--- config.mk ---
export PLATFORM = sky130hd
export DESIGN_NAME = flash_erase_seq
export DESIGN_NICKNAME = d
export VERILOG_FILES = /design/src/rtl/fes_pkg.sv /design/src/rtl/erase_step_sel.sv /design/src/rtl/frame_byte_gen.sv /design/src/rtl/flash_erase_seq.sv
export SDC_FILE = /design/constraint.sdc
export NUM_CORES = 1
export LEC_CHECK = 0
export ABC_AREA = 0
export BUFFER_PORTS_ARGS = -buffer_cell sky130_fd_sc_hd__buf_4
export CORE_UTILIZATION = 50
export CTS_CLUSTER_SIZE = 24
export DETAILED_ROUTE_END_ITERATION = 8
export GPL_ROUTABILITY_DRIVEN = 0
export PLACE_DENSITY = 0.73
export SKIP_LAST_GASP = 1
export SLEW_MARGIN = 20
export SYNTH_ARGS = -nofsm -noshare
export SYNTH_HDL_FRONTEND = slang
export SYNTH_SLANG_ARGS = --single-unit
--- constraint.sdc ---
create_clock -name clk -period 4.1 [get_ports clk]
set_input_delay 1.025 -clock clk [delete_from_list [all_inputs] [get_ports clk]]
set_output_delay 1.025 -clock clk [all_outputs]
set_load 0.02 [all_outputs]
--- src/rtl/fes_pkg.sv ---
package fes_pkg;
    localparam logic [7:0] OP_STATUS = 8'h05;
    localparam logic [7:0] OP_WREN   = 8'h06;
    localparam logic [7:0] OP_ER64   = 8'hD8;
    localparam logic [7:0] OP_ER32   = 8'h52;
    localparam logic [7:0] OP_ER4    = 8'h20;
    localparam logic [7:0] OP_CHIP   = 8'hC7;
    localparam logic [7:0] FILL_BYTE = 8'h00;

    localparam int unsigned SPAN_BIG = 16;
    localparam int unsigned SPAN_MID = 8;
    localparam int unsigned SECTOR_SHIFT = 12;
    localparam int unsigned ADDR_W = 24;

    typedef enum logic [2:0] {
        ST_IDLE, ST_SEND, ST_WAIT, ST_DESEL, ST_GAP, ST_ACK
    } seq_state_e;

    typedef enum logic [1:0] {
        FR_STATUS, FR_WREN, FR_ERASE
    } frame_e;
endpackage

--- src/rtl/erase_step_sel.sv ---
module erase_step_sel
    import fes_pkg::*;
#(
    parameter int SECT_W = 12,
    parameter int CNT_W  = 13
) (
    input  logic [SECT_W-1:0] idx,
    input  logic [CNT_W-1:0]  rem,
    output logic [7:0]        opcode,
    output logic [CNT_W-1:0]  step
);
    localparam logic [SECT_W-1:0] BIG_MASK = SECT_W'(SPAN_BIG - 1);
    localparam logic [SECT_W-1:0] MID_MASK = SECT_W'(SPAN_MID - 1);

    logic big_ok, mid_ok;

    always_comb begin
        big_ok = ((idx & BIG_MASK) == '0) && (rem >= CNT_W'(SPAN_BIG));
        mid_ok = ((idx & MID_MASK) == '0) && (rem >= CNT_W'(SPAN_MID));
        if (big_ok) begin
            opcode = OP_ER64;
            step   = CNT_W'(SPAN_BIG);
        end else if (mid_ok) begin
            opcode = OP_ER32;
            step   = CNT_W'(SPAN_MID);
        end else begin
            opcode = OP_ER4;
            step   = CNT_W'(1);
        end
    end
endmodule

--- src/rtl/frame_byte_gen.sv ---
module frame_byte_gen
    import fes_pkg::*;
#(
    parameter int SECT_W = 12
) (
    input  frame_e            frame,
    input  logic [1:0]        bidx,
    input  logic              chip,
    input  logic [7:0]        erase_op,
    input  logic [SECT_W-1:0] idx,
    output logic [7:0]        tx_byte,
    output logic              last_byte
);
    logic [ADDR_W-1:0] addr;

    always_comb begin
        addr      = ADDR_W'(idx) << SECTOR_SHIFT;
        tx_byte   = FILL_BYTE;
        last_byte = 1'b1;
        case (frame)
            FR_STATUS: begin
                tx_byte   = (bidx == 2'd0) ? OP_STATUS : FILL_BYTE;
                last_byte = (bidx == 2'd1);
            end
            FR_WREN: begin
                tx_byte   = OP_WREN;
                last_byte = 1'b1;
            end
            default: begin
                if (chip) begin
                    tx_byte   = OP_CHIP;
                    last_byte = 1'b1;
                end else begin
                    case (bidx)
                        2'd0:    tx_byte = erase_op;
                        2'd1:    tx_byte = addr[23:16];
                        2'd2:    tx_byte = addr[15:8];
                        default: tx_byte = addr[7:0];
                    endcase
                    last_byte = (bidx == 2'd3);
                end
            end
        endcase
    end
endmodule

--- src/rtl/flash_erase_seq.sv ---
module flash_erase_seq
    import fes_pkg::*;
#(
    parameter int SECT_W = 12,
    parameter int CNT_W  = 13,
    parameter int GAP_W  = 8
) (
    input  logic              clk,
    input  logic              rst_n,
    input  logic              req_valid,
    input  logic              req_chip,
    input  logic [SECT_W-1:0] req_start,
    input  logic [CNT_W-1:0]  req_count,
    input  logic [GAP_W-1:0]  gap_cycles,
    output logic              req_ack,
    output logic              spi_sel,
    output logic              spi_start,
    output logic [7:0]        spi_tx,
    input  logic              spi_done,
    input  logic [7:0]        spi_rx
);
    typedef struct packed {
        seq_state_e        st;
        frame_e            frame;
        logic [1:0]        bidx;
        logic [SECT_W-1:0] idx;
        logic [CNT_W-1:0]  rem;
        logic              chip;
        logic              fin;
        logic              busy;
        logic [GAP_W-1:0]  gap;
    } seq_regs_t;

    seq_regs_t r_q, r_d;

    logic [7:0]       erase_op;
    logic [CNT_W-1:0] step;
    logic [7:0]       tx_byte;
    logic             last_byte;

    erase_step_sel #(.SECT_W(SECT_W), .CNT_W(CNT_W)) step_i (
        .idx    (r_q.idx),
        .rem    (r_q.rem),
        .opcode (erase_op),
        .step   (step)
    );

    frame_byte_gen #(.SECT_W(SECT_W)) bytes_i (
        .frame     (r_q.frame),
        .bidx      (r_q.bidx),
        .chip      (r_q.chip),
        .erase_op  (erase_op),
        .idx       (r_q.idx),
        .tx_byte   (tx_byte),
        .last_byte (last_byte)
    );

    always_comb begin
        r_d = r_q;
        case (r_q.st)
            ST_IDLE: begin
                if (req_valid) begin
                    r_d.idx   = req_start;
                    r_d.rem   = req_count;
                    r_d.chip  = req_chip;
                    r_d.fin   = 1'b0;
                    r_d.frame = FR_STATUS;
                    r_d.bidx  = 2'd0;
                    r_d.st    = (!req_chip && req_count == '0) ? ST_ACK : ST_SEND;
                end
            end
            ST_SEND: r_d.st = ST_WAIT;
            ST_WAIT: begin
                if (spi_done) begin
                    if (r_q.frame == FR_STATUS && r_q.bidx == 2'd1) r_d.busy = spi_rx[0];
                    if (last_byte) begin
                        r_d.st = ST_DESEL;
                    end else begin
                        r_d.bidx = r_q.bidx + 2'd1;
                        r_d.st   = ST_SEND;
                    end
                end
            end
            ST_DESEL: begin
                r_d.bidx = 2'd0;
                r_d.st   = ST_SEND;
                case (r_q.frame)
                    FR_STATUS: begin
                        if (r_q.busy) begin
                            r_d.st  = ST_GAP;
                            r_d.gap = gap_cycles;
                        end else if (r_q.fin) begin
                            r_d.st = ST_ACK;
                        end else begin
                            r_d.frame = FR_WREN;
                        end
                    end
                    FR_WREN: r_d.frame = FR_ERASE;
                    default: begin
                        r_d.frame = FR_STATUS;
                        if (r_q.chip) begin
                            r_d.fin = 1'b1;
                        end else begin
                            r_d.idx = r_q.idx + SECT_W'(step);
                            r_d.rem = r_q.rem - step;
                            if (r_q.rem == step) r_d.st = ST_ACK;
                        end
                    end
                endcase
            end
            ST_GAP: begin
                if (r_q.gap == '0) r_d.st = ST_SEND;
                else               r_d.gap = r_q.gap - 1'b1;
            end
            default: r_d.st = ST_IDLE;
        endcase
    end

    always_ff @(posedge clk) begin
        if (!rst_n) begin
            r_q <= '{st: ST_IDLE, frame: FR_STATUS, default: '0};
        end else begin
            r_q <= r_d;
        end
    end

    assign spi_sel   = (r_q.st == ST_SEND) || (r_q.st == ST_WAIT);
    assign spi_start = (r_q.st == ST_SEND);
    assign spi_tx    = tx_byte;
    assign req_ack   = (r_q.st == ST_ACK);

    p_start_in_frame_r4: assert property (@(posedge clk) disable iff (!rst_n)
        spi_start |-> spi_sel);
    p_single_outstanding_r4: assert property (@(posedge clk) disable iff (!rst_n)
        spi_start |=> !spi_start);
    p_ack_pulse_r9: assert property (@(posedge clk) disable iff (!rst_n)
        req_ack |=> !req_ack);
    p_ack_released_r9: assert property (@(posedge clk) disable iff (!rst_n)
        req_ack |-> !spi_sel);
    p_big_aligned_r1: assert property (@(posedge clk) disable iff (!rst_n)
        (spi_start && r_q.frame == FR_ERASE && r_q.bidx == 2'd0 && spi_tx == OP_ER64)
        |-> (r_q.idx[3:0] == 4'd0 && r_q.rem >= CNT_W'(SPAN_BIG)));
    p_mid_aligned_r2: assert property (@(posedge clk) disable iff (!rst_n)
        (spi_start && r_q.frame == FR_ERASE && r_q.bidx == 2'd0 && spi_tx == OP_ER32)
        |-> (r_q.idx[2:0] == 3'd0 && r_q.rem >= CNT_W'(SPAN_MID)));
    p_step_fits_r3: assert property (@(posedge clk) disable iff (!rst_n)
        (r_q.st == ST_DESEL && r_q.frame == FR_ERASE && !r_q.chip) |-> (step <= r_q.rem));
    p_idle_quiet_r11: assert property (@(posedge clk) disable iff (!rst_n)
        (r_q.st == ST_IDLE) |-> (!spi_sel && !req_ack));
endmodule

==> results_dict.tcl, run 1 <==
set metrics [dict create \
    run_status "finished clean" \
    detailedRoute.firstPassIterationCount 5 \
    synth_sequential_area_ratio 0.287 \
    final_max_slew_viol_count 0 \
    grtUsageTotal 0.277 \
    vdd.ir_drop.worst_mv 0.168 \
    layout.nets 481 \
    chipHeight_um 79.5 \
    cts_resized 0 \
    dpl.hpwl_mm 5.67 \
    route.detailed.drc 0 \
    path_cells "or4_4, nor4_4, mux2i_1, or3_1, a221oi_2, buf_4" \
    timing.final.ws_setup_ns 0.593 \
    crit_path_max_fanout 5 \
    ys_seq_elements 43 \
    io_pins 57 \
    reg2reg_to "r_q[23]" \
    clock_sink_count 43 \
    ratio_of_routed_vias_to_standard_cells 6.32 \
    largest_register_ff_count 43 \
    detailroute.via_count 3124 \
    tritoncts.num_buffers 5 \
    initial_utilization 0.532 \
    post_synth_instance_area_um2 3000 \
    setup.reg_to_reg.worst_slack_ns 0.64 \
    fin_worst_skew_ns 0.00586 \
    p_per_area_nw_per_um2 304 \
    timing.fmax_mhz 285 \
    clock_tree.buffer_depth 2 \
    dieArea_um2 6320 \
    wl_met1_mm 3.76 \
    timing.critical_path.required_ns 3.07 \
    number_of_enable_flip_flop_cells_after_synthesis 0 \
    worstHoldStart "r_q[19]" \
    final_layout_size_suffix_gt1_frac 0.168 \
    ys.flop_type "dfxtp_1" \
    postRouteAntennaNets 0 \
    critical_path_class "flop to output port" \
    holdCritPathClass "flop to flop" \
    post_synth.cell_area_avg_um2 7.70 \
    placement_rows 27 \
    portBuffers 49 \
    antenna_cells 0 \
    route.top_layer_used "met4" \
    grt_max_degree 30 \
    grt_setup_unrepaired "false" \
    first_global_vias 3031 \
    clock-root-buffer "clkbuf_8" \
    relSlewSlack 0.444 \
    layout.filler_cells 552 \
    met2_length_mm 3.79 \
    cp_data_arrival_time_ns 2.48 \
    top_register "r_q" \
    die_x_um 79.5 \
    synth_fp_nets 450 \
    cpLargestDelayFamily "simple AND/OR/NAND/NOR gates" \
    cts_tree "yes" \
    post_cts_hold_buffer_count 0 \
    post-synth-top-count-cell "nor2_1" \
    tightestPinTransition_ns 0.829 \
    clkLatencyLatePin_ns 0.30 \
    critical_path.endpoint_type "output port" \
    dpl_worst_slack_ns 0.737 \
    clkTransAtPathRegs_ns 0.09 \
    p_leak_nw 1.42 \
    core_region_area_um2 5640 \
    fin_hold_ws_ns 0.490 \
    first_pass_grt_wire_length_mm 13.9 \
    worst_hold_path.endpoint "r_q[19]" \
    initialDrtViolationCount 257 \
    finalCoreUtilization 0.614 \
    setup_viol 0 \
    cap_violations 0 \
    synth_top_area_frac 0.287 \
    largestRegisters "r_q x43" \
    flow.area_growth_from_synthesis_pct 15.4 \
    route.final.wire_length_mm 8.17 \
    antenna_found_initial 0 \
    period_share 0.855 \
    fin_tns_setup_ns 0 \
    syn_inst 390 \
    netlist_top_cells_area "dfxtp_1 (29%), ha_1 (5.8%), nor2_1 (5.6%)" \
    synth.top_cells.by_count "nor2_1 (45), dfxtp_1 (43), a21oi_1 (27), nand2_1 (27), o21ai_0 (26)" \
    critical-path-slowest-cell "or4_4" \
    yosysWarningCount 0 \
    met3WireLength_um 470 \
    synth_top_area_cell "dfxtp_1" \
    synth_async_sr_flop_share 0 \
    post-layout-total-power_mw 1.05 \
    grt-ovfl-total 0 \
    critical_path_buffers_and_inverters 1 \
    cts.htree.levels 2 \
    rr_startpoint "r_q[16]" \
    delay_of_the_slowest_cell_on_the_worst_path_ns 0.58 \
    fin_crit_ns 3.51 \
    whs_path_depth 2 \
    cts_post_setup_buffers_inserted 0 \
    hold_violations 0 \
    drt-wirelength-per-cell_um 16.5 \
    synth.lib_cells_used.distinct 60 \
    cp-start-kind "flop" \
    r2r.worst_path.cells 10 \
]
## layout by cell type (no fill, tap or decap), types with 12 or more instances in the layout
cell type / instances
a21oi_1: 27
a221oi_1: 14
buf_4: 51
dfxtp_1: 43
ha_1: 14
inv_1: 12
nand2_1: 27
nand3_1: 12
nor2_1: 45
nor3_1: 12
o21ai_0: 26
## worst reg2reg max path: cells and delay by family (launching register included)
kind / cells / cell delay (ns)
compound gates: 5 / 1.42
simple gates: 3 / 1.19
flops: 1 / 0.37
fa+ha+maj: 1 / 0.23
mux: 1 / 0.14
## final cells by class
class                      count  area, um^2  area share
clock buffer                   8         100      0.0289
inverter                      13        48.8      0.0141
multi-input combinational    307        1980       0.572
sequential                    43         861       0.248
tap                           72        90.1      0.0260
timing repair buffer          51         383       0.111
## worst max-delay path by stage
| stage | start | endpoint | depth (start not counted) |
|---|---|---|---|
| floorplan | r_q[16] | spi_tx[1] | 5 |
| global placement | r_q[16] | r_q[23] | 10 |
| detailed placement | r_q[16] | r_q[23] | 10 |
| CTS | r_q[16] | spi_tx[1] | 6 |
| global route | r_q[16] | r_q[23] | 10 |
| finish | r_q[16] | spi_tx[1] | 6 |
## where the power goes
part           internal (mW)  switching, mW  total (mW)
registers              0.437         0.0275       0.464
logic                  0.125          0.158       0.283
clock network          0.154          0.153       0.307
total                  0.716          0.339        1.05
## cells by family after synthesis
family                     count (synthesis)  synth area share
muxes                                      3            0.0100
DFF                                       43             0.287
xor gates and xnor gates                   8            0.0233
AOI/OAI and AO/OA                        138             0.320
and+or+nand+nor                          144             0.248
adders and majority gates                 14            0.0584
buffers and inverters                     40            0.0529
## per-stage QoR
stage	instance area, um^2	instances
after floorplan	3000	390
after global placement	3360	486
after detailed placement	3360	486
after CTS	3460	494
after global routing	3460	494
final	3460	494
## metal layers
layer  global-route usage  vias to the layer above
met5                    0                        -
met3               0.0377                       15
met2                0.459                      108
met1                0.358                     1458
li1                     -                     1543
met4                0.115                        0
(Power assumes the default switching activity.)
==> inputs of run 2 (changes only) <==
Settings changed: CORE_UTILIZATION 50 to 35, PLACE_DENSITY 0.73 to not set.
==> run 2 against run 1 <==
Against the previous run:
- critical path depth stayed put
- maximum frequency down 1.3%
- setup slack got worse by 0.045 ns
- core utilization shrank 19 points
- die area is 42% higher
- highest routed layer unchanged
- worst hold slack worse by 0.0098 ns
- cell count increased by 6.7%
- clock-buffer cell count shrank 1
==> results_dict.tcl, run 2 (synthesized netlist as in run 1, its figures left out) <==
set metrics [dict create \
    regArea_um2 861 \
    detailedRoute.firstPassIterationCount 4 \
    detailroute.via_count 3066 \
    io_pins 57 \
    cts_post_setup_buffers_inserted 0 \
    dieArea_um2 8950 \
    grt-ovfl-total 0 \
    clock_sink_count 43 \
    chipHeight_um 94.6 \
    layout_commonest_cell "buf_4" \
    fin_crit_ns 3.55 \
    core_region_area_um2 8260 \
    initialDrtViolationCount 152 \
    largestRegisters "r_q x43" \
    first_global_vias 2797 \
    relSlewSlack 0.426 \
    final_cell_mix "buf_4 (51), nor2_1 (45), dfxtp_1 (43)" \
    dpl.hpwl_mm 5.97 \
    critical_path.endpoint_type "output port" \
    hold_violations 0 \
    post_cts_hold_buffer_count 0 \
    final_max_slew_viol_count 0 \
    post_dp_cell_area_um2 3410 \
    cts_resized 0 \
    cts_tree "yes" \
    cap_violations 0 \
    route.final.wire_length_mm 8.54 \
    setup_viol 0 \
    fin_tns_setup_ns 0 \
    timing.final.ws_setup_ns 0.548 \
    cp_data_arrival_time_ns 2.53 \
    largest_register_ff_count 43 \
    clock-root-buffer "clkbuf_8" \
    cts.htree.levels 2 \
    clock_tree.buffer_depth 2 \
    top_register "r_q" \
    grt_setup_unrepaired "false" \
    timing.fmax_mhz 282 \
    dpl_worst_slack_ns 0.750 \
    tritoncts.num_buffers 5 \
    fin_worst_skew_ns 0.0115 \
    critical_path_class "flop to output port" \
    clkTransAtPathRegs_ns 0.09 \
    grtUsageTotal 0.198 \
    die_x_um 94.6 \
    period_share 0.866 \
    timing.critical_path.required_ns 3.07 \
    multi_input_logic_area_um2 1980 \
    layout.filler_cells 880 \
    portBuffers 49 \
    p_per_area_nw_per_um2 305 \
    vdd.ir_drop.worst_mv 0.143 \
    path_cells "or4_4, nor4_4, mux2i_1, or3_1, a221oi_2, buf_4" \
    ratio_of_routed_vias_to_standard_cells 5.82 \
    drt-wirelength-per-cell_um 16.2 \
    holdCritPathClass "flop to flop" \
    first_pass_grt_wire_length_mm 14.0 \
    crit_path_max_fanout 5 \
    run_status "finished clean" \
    layout.nets 481 \
    flow.area_growth_from_synthesis_pct 16.9 \
    postLayoutCellArea_um2 3510 \
    route.detailed.drc 0 \
    p_leak_nw 1.42 \
    delay_of_the_slowest_cell_on_the_worst_path_ns 0.58 \
    initial_utilization 0.363 \
    grt_max_degree 30 \
    final_layout_size_suffix_gt1_frac 0.171 \
    critical-path-slowest-cell "or4_4" \
    antenna_found_initial 0 \
    cp-start-kind "flop" \
    placement_rows 33 \
    tightestPinTransition_ns 0.856 \
    clkLatencyLatePin_ns 0.31 \
    postRouteAntennaNets 0 \
    antenna_cells 0 \
]
==> run 2: path summary, 6_finish.rpt <==
check / to / from / slack (ns) / cells past startpoint
setup / recovery: spi_tx[1] / r_q[16] / 0.55 / 6
hold / removal: r_q[19] / r_q[19] / 0.48 / 2
setup reg to reg: r_q[23] / r_q[16] / 0.69 / 10
hold reg to reg: r_q[19] / r_q[19] / 0.48 / 2
==> run 2: worst max-delay path: cells and delay by family, from the launching register on <==
| family | cells | cell delay (ns) |
|---|---|---|
| simple gates | 3 | 1.23 |
| compound gates | 1 | 0.29 |
| buf+inv | 1 | 0.19 |
| mux | 1 | 0.15 |
| flops | 1 | 0.36 |
==> run 2: metrics by stage <==
step	util	hold WS [ns]	power (mW)	std cells
2_1_floorplan	-	0.446	0.668	390
3_3_place_gp	0.412	0.460	0.750	519
3_5_place_dp	0.412	0.466	0.753	519
4_1_cts	0.425	0.479	1.07	527
5_1_grt	0.425	0.505	1.13	527
6_report	0.425	0.480	1.07	527
==> run 2: final cells by class <==
type | count | area share
multi-input cells | 307 | 0.565
flip-flops and latches | 43 | 0.245
repair buffers | 51 | 0.109
well taps | 105 | 0.0374
clock buffers | 7 | 0.0275
inverters | 13 | 0.0139
clock inverters | 1 | 0.00214
==> run 2: where the power goes <==
group / switching (mW) / total, mW / internal [mW]
clock: 0.171 / 0.325 / 0.154
sequential: 0.0278 / 0.465 / 0.437
combinational: 0.157 / 0.282 / 0.125
total: 0.355 / 1.07 / 0.716
==> run 2: routing by layer <==
layer / GRT usage / vias to the layer above / part of all wire
met5: 0 / - / 0
met4: 0.0619 / 0 / 0.010
met3: 0.0330 / 7 / 0.044
met2: 0.305 / 78 / 0.46
met1: 0.279 / 1440 / 0.49
li1: - / 1541 / -
==> inputs of run 3 (changes only) <==
Settings changed: GPL_TIMING_DRIVEN set to 0.
==> run 3 against run 2 <==
Against the previous run:
- register-to-register slack lost 0.11 ns
- clock-buffer cell count down 1
- largest power group unchanged
- via count up 6.6%
- cell count increased by 4.4%
- total power up 4.4%
- sequential power decreased by 0.9%
- wire length increased by 12%
- flip-flop and latch count unchanged
==> results_dict.tcl, run 3 (synthesized netlist as in run 1, its figures left out) <==
set metrics [dict create \
    drt-wirelength-per-cell_um 17.3 \
    final_layout_size_suffix_gt1_frac 0.164 \
    largest_register_ff_count 43 \
    initialDrtViolationCount 271 \
    clock_sink_count 43 \
    relSlewSlack 0.535 \
    first_global_vias 3002 \
    delay_of_the_slowest_cell_on_the_worst_path_ns 0.58 \
    io_pins 57 \
    grtUsageTotal 0.220 \
    period_share 0.865 \
    detailroute.via_count 3269 \
    setup.reg_to_reg.worst_slack_ns 0.58 \
    detailedRoute.firstPassIterationCount 5 \
    initial_utilization 0.363 \
    holdCritPathClass "flop to flop" \
    rr_startpoint "r_q[16]" \
    critical_path.endpoint_type "output port" \
    pwr-share-seq 0.413 \
    fin_worst_skew_ns 0.00558 \
    clkTransAtPathRegs_ns 0.09 \
    p_leak_nw 1.46 \
    switching_share 0.318 \
    flow.area_growth_from_synthesis_pct 20.1 \
    clock_tree.buffer_depth 2 \
    cts_tree "yes" \
    hold_violations 0 \
    whs_path_depth 2 \
    critPathLaunch "r_q[16]" \
    cp-start-kind "flop" \
    path_cells "or4_4, nor4_4, mux2i_1, or3_1, a221oi_2, buf_4" \
    setup_viol 0 \
    power.share.combinational 0.269 \
    clkLatencyLatePin_ns 0.30 \
    cts_resized 0 \
    route.final.wire_length_mm 9.53 \
    dpl_worst_slack_ns 0.677 \
    run_status "finished clean" \
    worstHoldStart "r_q[19]" \
    antenna_found_initial 0 \
    layout.filler_cells 878 \
    cell_internal_pwr_mw 0.762 \
    timing.critical_path.required_ns 3.07 \
    die_x_um 94.6 \
    grt_setup_unrepaired "false" \
    cts_post_setup_buffers_inserted 0 \
    power.switching_mw 0.356 \
    postRouteAntennaNets 0 \
    grt_max_degree 14 \
    antenna_cells 0 \
    largestRegisters "r_q x43" \
    cts.htree.levels 2 \
    cp_data_arrival_time_ns 2.52 \
    fin_crit_ns 3.55 \
    cap_violations 0 \
    final_cell_mix "buf_4 (48), nor2_1 (45), dfxtp_1 (43)" \
    portBuffers 47 \
    route.detailed.drc 0 \
    post_cts_hold_buffer_count 0 \
    critical-path-slowest-cell "or4_4" \
    number_of_standard_cells_in_the_layout_taps_in_and_fillers_out 550 \
    placed_cells 542 \
    vdd.ir_drop.worst_mv 0.152 \
    chipHeight_um 94.6 \
    crit_path_max_fanout 5 \
    timing.final.ws_setup_ns 0.553 \
    fin_hold_ws_ns 0.487 \
    postLayoutCellArea_um2 3600 \
    dpl.hpwl_mm 6.98 \
    post-layout-total-power_mw 1.12 \
    finalCoreUtilization 0.436 \
    tritoncts.num_buffers 5 \
    p_per_area_nw_per_um2 310 \
    clock-root-buffer "clkbuf_8" \
    top_register "r_q" \
    grt-ovfl-total 0 \
    layout_commonest_cell "buf_4" \
    core_region_area_um2 8260 \
    ratio_of_routed_vias_to_standard_cells 5.94 \
    layout.nets 504 \
    timing.fmax_mhz 282 \
    critical_path_class "flop to output port" \
    post_dp_cell_area_um2 3490 \
    fin_tns_setup_ns 0 \
    first_pass_grt_wire_length_mm 15.3 \
    dieArea_um2 8950 \
    r2r.worst_path.cells 10 \
    final_max_slew_viol_count 0 \
    placement_rows 33 \
    worst_hold_path.endpoint "r_q[19]" \
    tightestPinTransition_ns 0.679 \
    reg2reg_to "r_q[18]" \
    clock_power_share 0.318 \
]
run 3: changes by cell type in the layout (fill, tap and decap cells not counted), sizes merged:
cell / change
clkinv: +1
bufinv: +1
clkbuf: +20
clkinvlp: -1
buf: +2
run 3: how the worst max path moves through the flow:
stage,endpoint,slack (ns),depth (start not counted)
2_1_floorplan,spi_tx[1],1.08,5
3_3_place_gp,r_q[18],0.71,10
3_5_place_dp,r_q[18],0.68,10
4_1_cts,spi_tx[1],0.56,6
5_1_grt,r_q[17],0.40,10
6_report,spi_tx[1],0.55,6
run 3: metal layers:
layer | track usage | share of wire
met1 | 0.297 | 0.47
met2 | 0.355 | 0.45
met3 | 0.0386 | 0.059
met4 | 0.0644 | 0.017
met5 | 0 | 0
run 3: power by group through the flow:
| stage | logic, mW | registers (mW) | clock network (mW) |
|---|---|---|---|
| after global placement | 0.290 | 0.470 | 0 |
| after CTS | 0.295 | 0.461 | 0.362 |
| after global routing | 0.328 | 0.465 | 0.382 |
| after detailed placement | 0.293 | 0.470 | 0 |
| after floorplan | 0.205 | 0.463 | 0 |
| final | 0.301 | 0.461 | 0.356 |
run 3: layout make-up:
cell class	instances	area [um^2]	share of cell area
multi-input cells	307	1980	0.550
flip-flops and latches	43	861	0.239
repair buffers	47	353	0.0979
well taps	105	131	0.0365
plain buffers	27	110	0.0306
clock buffers	6	82.6	0.0229
inverters	13	48.8	0.0135
clock inverters	2	35.0	0.00972
run 3: worst max-delay path, delay by kind of cell, from the launching register on:
family	cells	cell delay, ns
AOI/OAI and AO/OA	1	0.27
buffers and inverters	1	0.19
muxes	1	0.15
DFF	1	0.37
and+or+nand+nor	3	1.25
